`src/rtl/mi_pkg.sv`:
```
// Shared types and the pseudo-random step for the moving-inversions self-test.
package mi_pkg;

    typedef enum logic [1:0] {
        PAT_SOLID  = 2'd0,
        PAT_WALK   = 2'd1,
        PAT_ROTATE = 2'd2,
        PAT_RANDOM = 2'd3
    } pat_mode_e;

    typedef enum logic [2:0] {
        ST_IDLE,
        ST_FILL,
        ST_READ,
        ST_CMP,
        ST_WRITE,
        ST_PASS_END,
        ST_DONE
    } march_st_e;

    typedef enum logic {
        DIR_UP   = 1'b0,
        DIR_DOWN = 1'b1
    } sweep_dir_e;

    // One 32-bit xorshift step: shift-xor left 13, right 17, left 5.
    function automatic logic [31:0] xorshift32(input logic [31:0] x);
        logic [31:0] t;
        t = x ^ (x << 13);
        t = t ^ (t >> 17);
        t = t ^ (t << 5);
        return t;
    endfunction

endpackage

```
`src/rtl/mi_rand_seq.sv`:
```
// Per-pass random word source.
// Loads from the seed when a run starts and steps once at each pass end.
// Assumes the random word is 32 bits wide; other widths are cast from it.
module mi_rand_seq #(
    parameter int DATA_W = 32
) (
    input  logic              clk,
    input  logic              rst_n,
    input  logic              load,
    input  logic              advance,
    input  logic [DATA_W-1:0] seed,
    output logic [DATA_W-1:0] word
);
    logic [31:0] state_q;
    logic [31:0] seed32;

    assign seed32 = 32'(seed);

    // Holds the current pass word; a zero seed is replaced by one.
    always_ff @(posedge clk) begin
        if (!rst_n) begin
            state_q <= 32'd1;
        end else if (load) begin
            state_q <= mi_pkg::xorshift32((seed32 == 32'd0) ? 32'd1 : seed32);
        end else if (advance) begin
            state_q <= mi_pkg::xorshift32(state_q);
        end
    end

    assign word = DATA_W'(state_q);

endmodule

```
`src/rtl/mi_pattern_gen.sv`:
```
// Combinational pattern source: gives the base word for a mode, pass and address.
// Assumes DATA_W is a multiple of 8 and PASS_W is at least 3.
module mi_pattern_gen #(
    parameter int ADDR_W      = 4,
    parameter int DATA_W      = 32,
    parameter int PASS_W      = 6,
    parameter int WALK_PASSES = 20
) (
    input  mi_pkg::pat_mode_e   mode,
    input  logic [PASS_W-1:0]   pass_idx,
    input  logic [ADDR_W-1:0]   addr,
    input  logic [DATA_W-1:0]   rand_word,
    output logic [DATA_W-1:0]   pattern
);
    localparam int LANES     = DATA_W / 8;
    localparam int WALK_HALF = WALK_PASSES / 2;
    localparam int POS_W     = (DATA_W > 1) ? $clog2(DATA_W) : 1;

    logic [7:0]        walk_byte;
    logic [DATA_W-1:0] walk_word;
    logic [DATA_W-1:0] rot_word;
    logic [POS_W-1:0]  rot_pos;

    // Walking byte: a lone one in the first half of the passes, a lone zero after.
    always_comb begin
        if (int'(pass_idx) < WALK_HALF) begin
            walk_byte = 8'd1 << pass_idx[2:0];
        end else begin
            walk_byte = ~(8'd1 << 3'(int'(pass_idx) - WALK_HALF));
        end
    end

    // Replicate the walking byte into every lane.
    for (genvar g = 0; g < LANES; g++) begin : g_lane
        assign walk_word[g*8 +: 8] = walk_byte;
    end

    // Rotating one-hot: the position advances with both address and pass.
    always_comb begin
        rot_pos  = POS_W'((int'(pass_idx) + int'(addr)) % DATA_W);
        rot_word = {{(DATA_W-1){1'b0}}, 1'b1} << rot_pos;
    end

    // Mode select.
    always_comb begin
        unique case (mode)
            mi_pkg::PAT_SOLID:  pattern = pass_idx[0] ? '1 : '0;
            mi_pkg::PAT_WALK:   pattern = walk_word;
            mi_pkg::PAT_ROTATE: pattern = rot_word;
            default:            pattern = rand_word;
        endcase
    end

endmodule

```
`src/rtl/mi_error_filter.sv`:
```
// Mismatch detector and report filter.
// Reports a mismatch only when its address or bit pattern differs from the
// last report of the run; otherwise it counts the repeat.
// Assumes chk_valid marks the cycle where read data is aligned with the expected word.
module mi_error_filter #(
    parameter int ADDR_W = 4,
    parameter int DATA_W = 32,
    parameter int PASS_W = 6,
    parameter int CNT_W  = 8
) (
    input  logic              clk,
    input  logic              rst_n,
    input  logic              clear,
    input  logic              chk_valid,
    input  logic [1:0]        chk_mode,
    input  logic [PASS_W-1:0] chk_pass,
    input  logic [ADDR_W-1:0] chk_addr,
    input  logic [DATA_W-1:0] chk_expected,
    input  logic [DATA_W-1:0] chk_observed,
    output logic              err_valid,
    output logic [1:0]        err_mode,
    output logic [PASS_W-1:0] err_pass,
    output logic [ADDR_W-1:0] err_addr,
    output logic [DATA_W-1:0] err_expected,
    output logic [DATA_W-1:0] err_observed,
    output logic [DATA_W-1:0] err_bits,
    output logic [CNT_W-1:0]  err_repeat,
    output logic              fail_seen
);
    logic [DATA_W-1:0] diff;
    logic              have_last_q;
    logic              mismatch;
    logic              same_as_last;

    assign diff         = chk_expected ^ chk_observed;
    assign mismatch     = chk_valid && (diff != '0);
    assign same_as_last = have_last_q && (chk_addr == err_addr) && (diff == err_bits);

    // Records a new report or counts a repeat; clears history on a new run.
    always_ff @(posedge clk) begin
        if (!rst_n) begin
            err_valid    <= 1'b0;
            err_mode     <= '0;
            err_pass     <= '0;
            err_addr     <= '0;
            err_expected <= '0;
            err_observed <= '0;
            err_bits     <= '0;
            err_repeat   <= '0;
            have_last_q  <= 1'b0;
            fail_seen    <= 1'b0;
        end else begin
            err_valid <= 1'b0;
            if (clear) begin
                have_last_q <= 1'b0;
                err_repeat  <= '0;
                fail_seen   <= 1'b0;
            end else if (mismatch) begin
                fail_seen <= 1'b1;
                if (same_as_last) begin
                    if (err_repeat != '1) begin
                        err_repeat <= err_repeat + 1'b1;
                    end
                end else begin
                    err_valid    <= 1'b1;
                    err_mode     <= chk_mode;
                    err_pass     <= chk_pass;
                    err_addr     <= chk_addr;
                    err_expected <= chk_expected;
                    err_observed <= chk_observed;
                    err_bits     <= diff;
                    err_repeat   <= CNT_W'(1);
                    have_last_q  <= 1'b1;
                end
            end
        end
    end

endmodule

```
`src/rtl/mi_march_ctrl.sv`:
```
// March sequencer: fill, ascending check-and-invert, descending check-and-restore,
// repeated for every pass of the selected mode.
// Assumes a synchronous memory that returns read data one cycle after the read.
module mi_march_ctrl #(
    parameter int ADDR_W      = 4,
    parameter int DATA_W      = 32,
    parameter int PASS_W      = 6,
    parameter int WALK_PASSES = 20,
    parameter int RAND_PASSES = 4
) (
    input  logic              clk,
    input  logic              rst_n,
    input  logic              start,
    input  logic [1:0]        mode_in,
    input  logic [DATA_W-1:0] pattern,
    output mi_pkg::pat_mode_e mode_q,
    output logic [PASS_W-1:0] pass_idx,
    output logic [ADDR_W-1:0] addr,
    output logic              start_ok,
    output logic              pass_adv,
    output logic              mem_we,
    output logic              mem_re,
    output logic [DATA_W-1:0] mem_wdata,
    output logic              chk_valid,
    output logic [DATA_W-1:0] chk_expected,
    output logic              done
);
    import mi_pkg::*;

    localparam logic [ADDR_W-1:0] ADDR_LAST = '1;

    march_st_e         state_q;
    sweep_dir_e        dir_q;
    logic [PASS_W-1:0] last_pass;

    // Final pass index for the latched mode.
    always_comb begin
        unique case (mode_q)
            PAT_SOLID:  last_pass = PASS_W'(1);
            PAT_WALK:   last_pass = PASS_W'(WALK_PASSES - 1);
            PAT_ROTATE: last_pass = PASS_W'(DATA_W - 1);
            default:    last_pass = PASS_W'(RAND_PASSES - 1);
        endcase
    end

    assign start_ok = start && ((state_q == ST_IDLE) || (state_q == ST_DONE));

    // State, address, direction and pass bookkeeping of the march.
    always_ff @(posedge clk) begin
        if (!rst_n) begin
            state_q  <= ST_IDLE;
            dir_q    <= DIR_UP;
            addr     <= '0;
            pass_idx <= '0;
            mode_q   <= PAT_SOLID;
        end else begin
            unique case (state_q)
                ST_IDLE, ST_DONE: begin
                    if (start) begin
                        mode_q   <= pat_mode_e'(mode_in);
                        pass_idx <= '0;
                        addr     <= '0;
                        dir_q    <= DIR_UP;
                        state_q  <= ST_FILL;
                    end
                end
                ST_FILL: begin
                    if (addr == ADDR_LAST) begin
                        addr    <= '0;
                        dir_q   <= DIR_UP;
                        state_q <= ST_READ;
                    end else begin
                        addr <= addr + 1'b1;
                    end
                end
                ST_READ:  state_q <= ST_CMP;
                ST_CMP:   state_q <= ST_WRITE;
                ST_WRITE: begin
                    if (dir_q == DIR_UP) begin
                        if (addr == ADDR_LAST) begin
                            dir_q <= DIR_DOWN;
                        end else begin
                            addr <= addr + 1'b1;
                        end
                        state_q <= ST_READ;
                    end else if (addr == '0) begin
                        state_q <= ST_PASS_END;
                    end else begin
                        addr    <= addr - 1'b1;
                        state_q <= ST_READ;
                    end
                end
                ST_PASS_END: begin
                    if (pass_idx == last_pass) begin
                        state_q <= ST_DONE;
                    end else begin
                        pass_idx <= pass_idx + 1'b1;
                        addr     <= '0;
                        dir_q    <= DIR_UP;
                        state_q  <= ST_FILL;
                    end
                end
                default: state_q <= ST_IDLE;
            endcase
        end
    end

    // Memory strobes and data, compare strobe and expected word, by state.
    always_comb begin
        mem_we       = (state_q == ST_FILL) || (state_q == ST_WRITE);
        mem_re       = (state_q == ST_READ);
        chk_valid    = (state_q == ST_CMP);
        pass_adv     = (state_q == ST_PASS_END);
        done         = (state_q == ST_DONE);
        chk_expected = (dir_q == DIR_UP) ? pattern : ~pattern;
        if ((state_q == ST_WRITE) && (dir_q == DIR_UP)) begin
            mem_wdata = ~pattern;
        end else begin
            mem_wdata = pattern;
        end
    end

endmodule

```
`src/rtl/mi_march_bist.sv`:
```
// Moving-inversions self-test engine top: ties the sequencer, pattern source,
// random source and error filter to a single-port synchronous memory port.
// Assumes ADDR_W addresses a fully populated array of 2**ADDR_W words.
module mi_march_bist #(
    parameter int ADDR_W      = 4,
    parameter int DATA_W      = 32,
    parameter int PASS_W      = 6,
    parameter int CNT_W       = 8,
    parameter int WALK_PASSES = 20,
    parameter int RAND_PASSES = 4
) (
    input  logic              clk,
    input  logic              rst_n,
    input  logic              start,
    input  logic [1:0]        mode,
    input  logic [DATA_W-1:0] seed,
    output logic [ADDR_W-1:0] mem_addr,
    output logic [DATA_W-1:0] mem_wdata,
    output logic              mem_we,
    output logic              mem_re,
    input  logic [DATA_W-1:0] mem_rdata,
    output logic              done,
    output logic              pass,
    output logic              err_valid,
    output logic [1:0]        err_mode,
    output logic [PASS_W-1:0] err_pass,
    output logic [ADDR_W-1:0] err_addr,
    output logic [DATA_W-1:0] err_expected,
    output logic [DATA_W-1:0] err_observed,
    output logic [DATA_W-1:0] err_bits,
    output logic [CNT_W-1:0]  err_repeat
);
    mi_pkg::pat_mode_e mode_q;
    logic [PASS_W-1:0] pass_idx;
    logic [ADDR_W-1:0] addr;
    logic              start_ok;
    logic              pass_adv;
    logic              chk_valid;
    logic [DATA_W-1:0] chk_expected;
    logic [DATA_W-1:0] pattern;
    logic [DATA_W-1:0] rand_word;
    logic              fail_seen;

    mi_march_ctrl #(
        .ADDR_W(ADDR_W), .DATA_W(DATA_W), .PASS_W(PASS_W),
        .WALK_PASSES(WALK_PASSES), .RAND_PASSES(RAND_PASSES)
    ) u_ctrl (
        .clk(clk), .rst_n(rst_n), .start(start), .mode_in(mode),
        .pattern(pattern), .mode_q(mode_q), .pass_idx(pass_idx), .addr(addr),
        .start_ok(start_ok), .pass_adv(pass_adv), .mem_we(mem_we), .mem_re(mem_re),
        .mem_wdata(mem_wdata), .chk_valid(chk_valid), .chk_expected(chk_expected),
        .done(done)
    );

    mi_pattern_gen #(
        .ADDR_W(ADDR_W), .DATA_W(DATA_W), .PASS_W(PASS_W), .WALK_PASSES(WALK_PASSES)
    ) u_pat (
        .mode(mode_q), .pass_idx(pass_idx), .addr(addr),
        .rand_word(rand_word), .pattern(pattern)
    );

    mi_rand_seq #(.DATA_W(DATA_W)) u_rand (
        .clk(clk), .rst_n(rst_n), .load(start_ok), .advance(pass_adv),
        .seed(seed), .word(rand_word)
    );

    mi_error_filter #(
        .ADDR_W(ADDR_W), .DATA_W(DATA_W), .PASS_W(PASS_W), .CNT_W(CNT_W)
    ) u_filt (
        .clk(clk), .rst_n(rst_n), .clear(start_ok), .chk_valid(chk_valid),
        .chk_mode(mode_q), .chk_pass(pass_idx), .chk_addr(addr),
        .chk_expected(chk_expected), .chk_observed(mem_rdata),
        .err_valid(err_valid), .err_mode(err_mode), .err_pass(err_pass),
        .err_addr(err_addr), .err_expected(err_expected), .err_observed(err_observed),
        .err_bits(err_bits), .err_repeat(err_repeat), .fail_seen(fail_seen)
    );

    assign mem_addr = addr;
    assign pass     = done && !fail_seen;

endmodule

```
`config.mk`:
```
export PLATFORM = sky130hd
export DESIGN_NAME = mi_march_bist
export DESIGN_NICKNAME = d
export VERILOG_FILES = /design/src/rtl/mi_pkg.sv /design/src/rtl/mi_rand_seq.sv /design/src/rtl/mi_pattern_gen.sv /design/src/rtl/mi_error_filter.sv /design/src/rtl/mi_march_ctrl.sv /design/src/rtl/mi_march_bist.sv
export SDC_FILE = /design/constraint.sdc
export NUM_CORES = 1
export LEC_CHECK = 0
export BUFFER_PORTS_ARGS = -buffer_cell sky130_fd_sc_hd__buf_2
export CAP_MARGIN = 30
export CORE_AREA = 2 2 220 157
export DETAILED_ROUTE_END_ITERATION = 8
export DIE_AREA = 0 0 222 159
export GPL_TIMING_DRIVEN = 0
export MAX_ROUTING_LAYER = met4
export PLACE_DENSITY = 0.57
export SLEW_MARGIN = 20
export SYNTH_ARGS = -nofsm -noshare
export SYNTH_HDL_FRONTEND = slang
export SYNTH_SLANG_ARGS = --single-unit
```
`constraint.sdc`:
```
create_clock -name clk -period 5.4 [get_ports clk]
set_input_delay 1.62 -clock clk [delete_from_list [all_inputs] [get_ports clk]]
set_output_delay 1.62 -clock clk [all_outputs]
set_load 0.02 [all_outputs]
```
==> impl_metrics.yaml, run 1 <==
setup_path:
  crit_path_frequent_cell: "buf_2"
  crit_path_end_kind: "primary output"
  startpoint_type: "register"
  slowest_stage: "dfxtp_2"
  worst_ep_arrival_time_ns: 3.81
  worst_path_largest_cell_delay_ns: 0.48
  r2r-end: "u_filt.err_expected[29]"
  path_max_fanout: 10
  critPathKind: "reg2out"
  critPathLaunch: "u_ctrl.dir_q"
  worstPathCellList: "clkbuf_4 > buf_4 > buf_2 > clkbuf_4 > buf_4 > nor3_1 > buf_2 > clkbuf_2 > xnor2_1 > buf_2"
  crit_path_end: "mem_wdata[20]"
  required_ns: 3.78
  rr_worst_depth: 16
  r2r_start: "u_ctrl.addr[1]"
  rrSetupSlack_ns: 0.07
cells_and_area:
  nNetsFinal: 2000
  drive_gt1_frac: 0.205
  synthToLayoutAreaGrowth_pct: 19.6
  fillers: 3335
  final_cells: 2360
  final_cell_mix: "buf_2, xnor2_1, dfxtp_1"
  layout_commonest_cell: "buf_2"
drt:
  drt_iter0_drc: 1981
  wl_per_cell_um: 27.2
  dr.pass1.iters: 6
  vias: 14685
  vias_per_cell: 6.22
  wl_um: 64100
  ant_nets: 0
  drc_errors: 0
logic_synthesis:
  async_flop_share: 0
  syn_nets: 1751
  synth_edf_count: 0
  ys_ff_latch: 167
  synthesis.area_sq_mm: 0.0131
  avgSynthCellArea_sq_um: 7.91
  synth_cell_types: 101
  synth-warning-count: 0
  synth_flop_cell: "dfxtp_1"
  seq_area_frac_synth: 0.254
  synthCells: 1662
timing:
  period_minus_slack_ns: 5.43
  slew_viol_final: 0
  worst_slew_margin_rel: 0.250
  fin_hold_ws_ns: 0.473
  fmax_mhz: 184
  finalSetupViolations: 1
  worst_pin_slew_ns: 1.13
  period_share: 1.00
  clock-skew-final_ns: 0.0179
  rsz0062_at_grt: "yes"
  final-hold-violation-count: 0
  fin_ws_ns: -0.0263
place:
  gp_congestion: 1.03
  io_buffers: 219
  dp_hpwl_um: 50600
  dp.cells: 2318
status:
  violations: "setup timing"
  status: "complete, but fails checks"
grt:
  grt_max_degree: 17
  grt_first_pass_wirelength_um: 92900
  grt_util_all_layers: 0.366
  grt-ovfl-total: 0
  antenna_found_initial: 1
  first_global_vias: 13498
clocking:
  clockRootBuffer: "clkbuf_16"
  cts_made_buffers: 17
  h-tree-depth: 4
  clk_pin_slew_worst_paths_ns: 0.07
  insertion_delay_ns: 0.48
  cts_buffer_depth: 2
  cts_sinks: 167
  ctsHoldBuffers: 0
  cts_tree: "built"
flow_run:
  cap_violations: 0
floorplan:
  core_area_sq_mm: 0.0331
  die_w_um: 222
  die_area_sq_mm: 0.0353
  dieHeight_um: 159
  rows: 56
  initial_utilization: 0.397
  num_io_pins: 226
hold_path:
  hp-class: "reg2reg"
power:
  powerDensity_mw_per_mm2: 212
  irDropWorstVdd_uv: 155
  leakagePower_nw: 6.13
[Yosys cell counts, types with 23 or more instances]
| master | count | area [sq um] |
|---|---|---|
| xnor2_1 | 176 | 1540 |
| dfxtp_1 | 167 | 3340 |
| a21oi_1 | 152 | 761 |
| o21ai_0 | 120 | 601 |
| nor2_1 | 106 | 398 |
| clkbuf_1 | 105 | 394 |
| nand3_1 | 93 | 465 |
| xor2_1 | 90 | 788 |
| nand2_1 | 81 | 304 |
| nor3_1 | 50 | 250 |
| a211oi_1 | 33 | 248 |
| or3_1 | 28 | 175 |
| inv_1 | 25 | 93.8 |
| nand2b_1 | 23 | 144 |
[power by group]
part           switching, W  internal, W
clock network      0.000616     0.000707
registers         0.0000317      0.00126
logic              0.000457     0.000267
total               0.00110      0.00223
[flip-flops by register name (all words and copies together), names as in the netlist, 2 cells and up]
signal,flops
u_filt.err_pass,6
u_filt.err_bits,32
u_ctrl.pass_idx,6
u_filt.err_observed,32
u_ctrl.state_q,3
u_filt.err_expected,32
u_filt.err_mode,2
u_rand.word,32
u_ctrl.mode_q,2
u_filt.err_repeat,8
u_ctrl.addr,4
u_filt.err_addr,4
[worst min-delay path by stage]
stage                                    to  slack [ns]                    start  cells past startpoint
CTS                 u_filt.err_expected[23]        0.47  u_filt.err_expected[23]                      2
detailed placement   u_filt.err_observed[7]        0.46   u_filt.err_observed[7]                      2
global placement    u_filt.err_expected[31]        0.46  u_filt.err_expected[31]                      2
global route        u_filt.err_expected[31]        0.49  u_filt.err_expected[31]                      2
finish              u_filt.err_observed[30]        0.47  u_filt.err_observed[30]                      2
floorplan                u_filt.have_last_q        0.44       u_filt.have_last_q                      1
[worst max-delay path: cells and delay by family (launching register included)]
kind | cells | cell delay [ns]
DFF | 1 | 0.48
xor gates and xnor gates | 1 | 0.38
buffers and inverters | 8 | 2.29
and+or+nand+nor | 1 | 0.15
[through the flow]
step / area [sq um] / TNS, ns / utilization / worst slack [ns] / total power [W]
after floorplan: 13100 / 0 / - / 0.742 / 0.00177
after global placement: 14800 / -107.73 / 0.446 / -1.76 / 0.00200
final: 15700 / -0.0263 / 0.474 / -0.0263 / 0.00334
after CTS: 15600 / 0 / 0.469 / 0.0139 / 0.00331
after detailed placement: 14800 / -106.82 / 0.447 / -1.68 / 0.00200
after global routing: 15700 / -0.0535 / 0.474 / -0.0378 / 0.00343
[cells by family (layout without fill, tap and decap cells)]
group	Yosys count	in the layout	share of synthesized area
buffers and inverters	169	431	0.0527
AND/OR/NAND/NOR	512	512	0.203
adder cells (fa/ha/maj)	20	20	0.0196
multiplexers	14	14	0.0108
other	0	1	0
flip-flops	167	167	0.254
AO/OA/AOI/OAI	496	496	0.252
XOR/XNOR	284	284	0.208
[cell type report]
class / instances / area, sq um / share of cell area
diodes: 1 / 2.50 / 0.000159
plain buffers: 141 / 632 / 0.0402
clock buffers: 18 / 439 / 0.0279
clock inverters: 14 / 161 / 0.0103
inverters: 27 / 101 / 0.00645
multi-input cells: 1326 / 9310 / 0.592
flip-flops and latches: 167 / 3350 / 0.213
well taps: 435 / 544 / 0.0346
repair buffers: 231 / 1190 / 0.0756
[routing by layer]
layer / track usage / vias to the layer above / part of all wire
li1: - / 6530 / -
met1: 0.544 / 7194 / 0.47
met2: 0.467 / 898 / 0.38
met3: 0.119 / 63 / 0.13
met4: 0.0789 / 0 / 0.019
met5: - / - / 0
[repair_timing]
action | in CTS | in global routing
buffers inserted | 5 | 3
gates resized for setup | 43 | 41
endpoints found under the setup margin | 150 | 132
gates cloned | 0 | 0
pin swaps | 2 | 2
endpoints found under the hold margin | 0 | 0
(Power assumes the default switching activity.)
==> inputs of run 2 (changes only) <==
--- a/config.mk
+++ b/config.mk
@@ -15,2 +15,3 @@
 export PLACE_DENSITY = 0.57
+export SETUP_SLACK_MARGIN = 0.1
 export SLEW_MARGIN = 20
--- a/constraint.sdc
+++ b/constraint.sdc
@@ -3,2 +3,2 @@
 set_output_delay 1.62 -clock clk [all_outputs]
-set_load 0.02 [all_outputs]
+set_load 0.1 [all_outputs]
==> impl_metrics.yaml, run 2 (synthesis results as in run 1) <==
status:
  status: "completed"
floorplan:
  initial_utilization: 0.397
  dieHeight_um: 159
  core_area_sq_mm: 0.0331
  die_area_sq_mm: 0.0353
  rows: 56
  num_io_pins: 226
  die_w_um: 222
clocking:
  ctsHoldBuffers: 0
  cts_made_buffers: 17
  insertion_delay_ns: 0.46
  cts_tree: "built"
  clk_pin_slew_worst_paths_ns: 0.07
  cts_sinks: 167
  cts_buffer_depth: 2
  clockRootBuffer: "clkbuf_16"
  h-tree-depth: 4
place:
  dp_hpwl_um: 50700
  dp_slack_ns: -1.59
  io_buffers: 219
  gp_congestion: 1.03
drt:
  dr.pass1.iters: 6
  drt_iter0_drc: 1656
  ant_nets: 0
  wl_um: 63700
  drc_errors: 0
  wl_per_cell_um: 26.9
  vias: 14602
  vias_per_cell: 6.16
cells_and_area:
  synthToLayoutAreaGrowth_pct: 24.4
  final_cell_mix: "buf_2, dfxtp_1, xnor2_1"
  fin_util: 0.494
  drive_gt1_frac: 0.233
  nNetsFinal: 2009
  layout_commonest_cell: "buf_2"
timing:
  final-hold-violation-count: 0
  fin_ws_ns: 0.121
  period_share: 0.978
  fmax_mhz: 189
  clock-skew-final_ns: 0.0128
  slew_viol_final: 0
  finalSetupViolations: 0
  worst_slew_margin_rel: 0.352
  period_minus_slack_ns: 5.28
  fin_hold_ws_ns: 0.477
  setup_tns_ns: 0
  worst_pin_slew_ns: 0.973
  rsz0062_at_grt: "yes"
hold_path:
  hp-class: "reg2reg"
power:
  leakagePower_nw: 6.39
  irDropWorstVdd_uv: 146
  powerDensity_mw_per_mm2: 208
  p_total_w: 0.00340
setup_path:
  required_ns: 3.78
  startpoint_type: "register"
  path_max_fanout: 10
  crit_path_end_kind: "primary output"
  critPathKind: "reg2out"
  worst_ep_arrival_time_ns: 3.66
grt:
  grt_first_pass_wirelength_um: 92400
  grt-ovfl-total: 0
  first_global_vias: 13330
  grt_util_all_layers: 0.363
  grt_max_degree: 17
  antenna_found_initial: 0
flow_run:
  cap_violations: 0
run 2: changes by cell type in the layout (fill, tap and decap cells not counted), moves of 4 or more:
cell     previous run  this run
xor2_2              1         5
xnor2_4             0         5
xnor2_1           173       152
o21ai_1            15        11
buf_6               6        15
xor2_1             90        85
buf_2             237       207
buf_4              12        37
o21ai_2             2         7
xnor2_2             3        19
run 2: final timing paths:
path	startpoint	to	slack, ns	depth (start not counted)
worst max-delay path	u_ctrl.dir_q	mem_wdata[28]	0.12	11
worst min-delay path	u_filt.err_pass[1]	u_filt.err_pass[1]	0.48	2
worst max register to register	u_ctrl.mode_q[0]	u_filt.err_repeat[7]	0.16	14
worst min register to register	u_filt.err_pass[1]	u_filt.err_pass[1]	0.48	2
run 2: critical path, stage by stage, from the launching register on:
cell,delay (ns)
dfxtp_2,0.54
clkbuf_8,0.28
buf_4,0.26
clkbuf_4,0.27
clkbuf_4,0.28
buf_4,0.30
nor3_4,0.10
buf_4,0.21
clkbuf_2,0.23
buf_8,0.21
xor2_2,0.18
buf_4,0.31
run 2: final cells by class:
class / count / area [sq um]
clock buffers: 19 / 453
inverters: 27 / 105
fillers: 3343 / 16800
repair buffers: 239 / 1390
clock inverters: 13 / 159
well taps: 435 / 544
flip-flops and latches: 167 / 3350
diodes: 1 / 2.50
plain buffers: 142 / 647
multi-input cells: 1326 / 9710
run 2: report_power, final:
group / total (W) / internal [W] / switching [W] / leakage [nW]
combinational: 0.000781 / 0.000276 / 0.000505 / 4.74
clock: 0.00133 / 0.000722 / 0.000607 / 0.301
sequential: 0.00129 / 0.00126 / 0.0000327 / 1.35
total: 0.00340 / 0.00226 / 0.00114 / 6.39
run 2: stage by stage:
step | cells | instance area [sq um]
after floorplan | 1662 | 13400
after global placement | 2316 | 15000
after detailed placement | 2323 | 15100
after CTS | 2361 | 16100
after global routing | 2368 | 16400
final | 2369 | 16400
run 2: layer usage:
layer,part of all wire,wire [um],GRT usage
met1,0.48,30500,0.543
met5,0,0,-
met3,0.13,8390,0.128
met2,0.37,23500,0.451
met4,0.020,1290,0.0826
run 2: repair_timing:
action,in CTS,in global routing
resized for setup,109,49
endpoints found under the setup margin,151,134
pin swaps,3,5
buffers inserted,6,5
==> inputs of run 3 (changes only) <==
BUFFER_PORTS_ARGS = -buffer_cell sky130_fd_sc_hd__buf_4   (was -buffer_cell sky130_fd_sc_hd__buf_2)
TNS_END_PERCENT = 5   (was not set)
==> impl_metrics.yaml, run 3 (synthesis results as in run 1) <==
timing:
  fmax_mhz: 185
  rsz0062_at_grt: "yes"
  period_share: 1.00
  fin_hold_ws_ns: 0.484
  slew_viol_final: 0
  clock-skew-final_ns: 0.0127
  worst_pin_slew_ns: 1.05
  finalSetupViolations: 1
  final-hold-violation-count: 0
  period_minus_slack_ns: 5.40
  worst_slew_margin_rel: 0.303
  fin_ws_ns: -0.00256
setup_path:
  crit_path_end_kind: "primary output"
  critPathKind: "reg2out"
  worstPathCellList: "clkbuf_4 > buf_4 > clkbuf_2 > clkbuf_4 > buf_4 > nor3_4 > buf_4 > clkbuf_2 > buf_6 > xnor2_1 > buf_4"
  crit_path_frequent_cell: "buf_4"
  rr_worst_depth: 15
  worst_ep_arrival_time_ns: 3.78
  path_max_fanout: 10
  r2r-end: "u_filt.err_expected[30]"
  rrSetupSlack_ns: 0.06
  required_ns: 3.78
  r2r_start: "u_ctrl.pass_idx[2]"
  critPathLaunch: "u_ctrl.dir_q"
  startpoint_type: "register"
  worst_path_largest_cell_delay_ns: 0.50
  slowest_stage: "dfxtp_2"
cells_and_area:
  fillers: 3359
  final_cell_mix: "buf_4, dfxtp_1, xnor2_1"
  antenna_cells: 0
  fin_util: 0.501
  drive_gt1_frac: 0.225
  layout_commonest_cell: "buf_4"
  synthToLayoutAreaGrowth_pct: 26.3
  post-route-cell-area_sq_mm: 0.0166
  nNetsFinal: 2007
floorplan:
  die_w_um: 222
  initial_utilization: 0.397
  core_area_sq_mm: 0.0331
  rows: 56
  num_io_pins: 226
  die_area_sq_mm: 0.0353
  dieHeight_um: 159
status:
  status: "complete, but fails checks"
  violations: "setup timing"
power:
  leakagePower_nw: 6.38
  p_total_w: 0.00339
  irDropWorstVdd_uv: 134
  powerDensity_mw_per_mm2: 204
hold_path:
  holdPathStages: 2
  min_to: "u_filt.err_observed[20]"
  hold_start: "u_filt.err_observed[20]"
  hp-class: "reg2reg"
grt:
  antenna_found_initial: 1
  grt_util_all_layers: 0.370
  first_global_vias: 13326
  grt-ovfl-total: 0
  grt_max_degree: 17
  grt_first_pass_wirelength_um: 93400
clocking:
  cts_made_buffers: 17
  clk_pin_slew_worst_paths_ns: 0.07
  cts_buffer_depth: 2
  ctsHoldBuffers: 0
  insertion_delay_ns: 0.47
  cts_tree: "built"
  h-tree-depth: 4
  cts_sinks: 167
  clockRootBuffer: "clkbuf_16"
place:
  io_buffers: 219
  dp_slack_ns: -1.44
  place_area_sq_mm: 0.0156
  dp_hpwl_um: 51700
  gp_congestion: 0.997
drt:
  drc_errors: 0
  drt_iter0_drc: 1763
  vias: 14716
  ant_nets: 0
  wl_um: 65000
  dr.pass1.iters: 6
  vias_per_cell: 6.22
  wl_per_cell_um: 27.5
flow_run:
  cap_violations: 0
-- run 3: cell count changes in the layout (fill, tap and decap cells not counted), moves of 3 or more --
cell	change
buf_2	-193
buf_4	+192
inv_8	-3
o21ai_1	+4
o21ai_2	-4
xnor2_4	-5
xnor2_2	+5
a21oi_2	+3
clkbuf_2	+3
clkbuf_8	-3
-- run 3: routing by layer --
layer	routed length, um	track usage	part of all wire	vias up
li1	-	-	-	6535
met1	31200	0.567	0.48	7229
met2	24700	0.476	0.38	887
met3	8020	0.0950	0.12	65
met4	1070	0.0716	0.016	0
met5	0	-	0	-
-- run 3: how the worst max path moves through the flow --
stage / end / cells after the start / slack (ns)
finish: mem_wdata[0] / 11 / -0.003
global route: u_filt.err_expected[23] / 15 / 0.003
CTS: u_filt.err_observed[30] / 15 / 0.02
detailed placement: mem_wdata[25] / 10 / -1.44
global placement: mem_wdata[7] / 9 / -1.77
floorplan: mem_wdata[0] / 8 / -0.53
-- run 3: cell type report --
cell class / count / area [sq um] / area share
Buffer: 142 / 638 / 0.0384
Clock buffer: 18 / 429 / 0.0258
Multi-Input combinational cell: 1326 / 9550 / 0.575
Tap cell: 435 / 544 / 0.0328
Timing Repair Buffer: 237 / 1830 / 0.110
Inverter: 27 / 101 / 0.00610
Sequential cell: 167 / 3350 / 0.201
Clock inverter: 14 / 166 / 0.0100
-- run 3: report_power, final --
part | leakage [nW] | switching [W] | internal, W
Combinational | 4.74 | 0.000508 | 0.000289
Sequential | 1.35 | 0.0000308 | 0.00126
Clock | 0.285 | 0.000606 | 0.000694
Total | 6.38 | 0.00114 | 0.00224
-- run 3: stage by stage --
stage	std cells	TNS (ns)
6_report	2366	-0.00256
5_1_grt	2366	0
4_1_cts	2361	0
3_5_place_dp	2321	-122.48
3_3_place_gp	2316	-132.14
2_1_floorplan	1662	-6.38
-- run 3: worst max-delay path, delay by kind of cell (launching register included) --
kind | cells | cell delay, ns
simple gates | 1 | 0.10
flops | 1 | 0.50
xor+xnor | 1 | 0.16
buf+inv | 9 | 2.53
-- run 3: timing repair --
item | 4_1_cts | 5_1_grt
pin swaps | 5 | 5
setup endpoints to repair | 151 | 147
gates resized for setup | 65 | 38
cloned | 0 | 0
setup buffers | 8 | 3
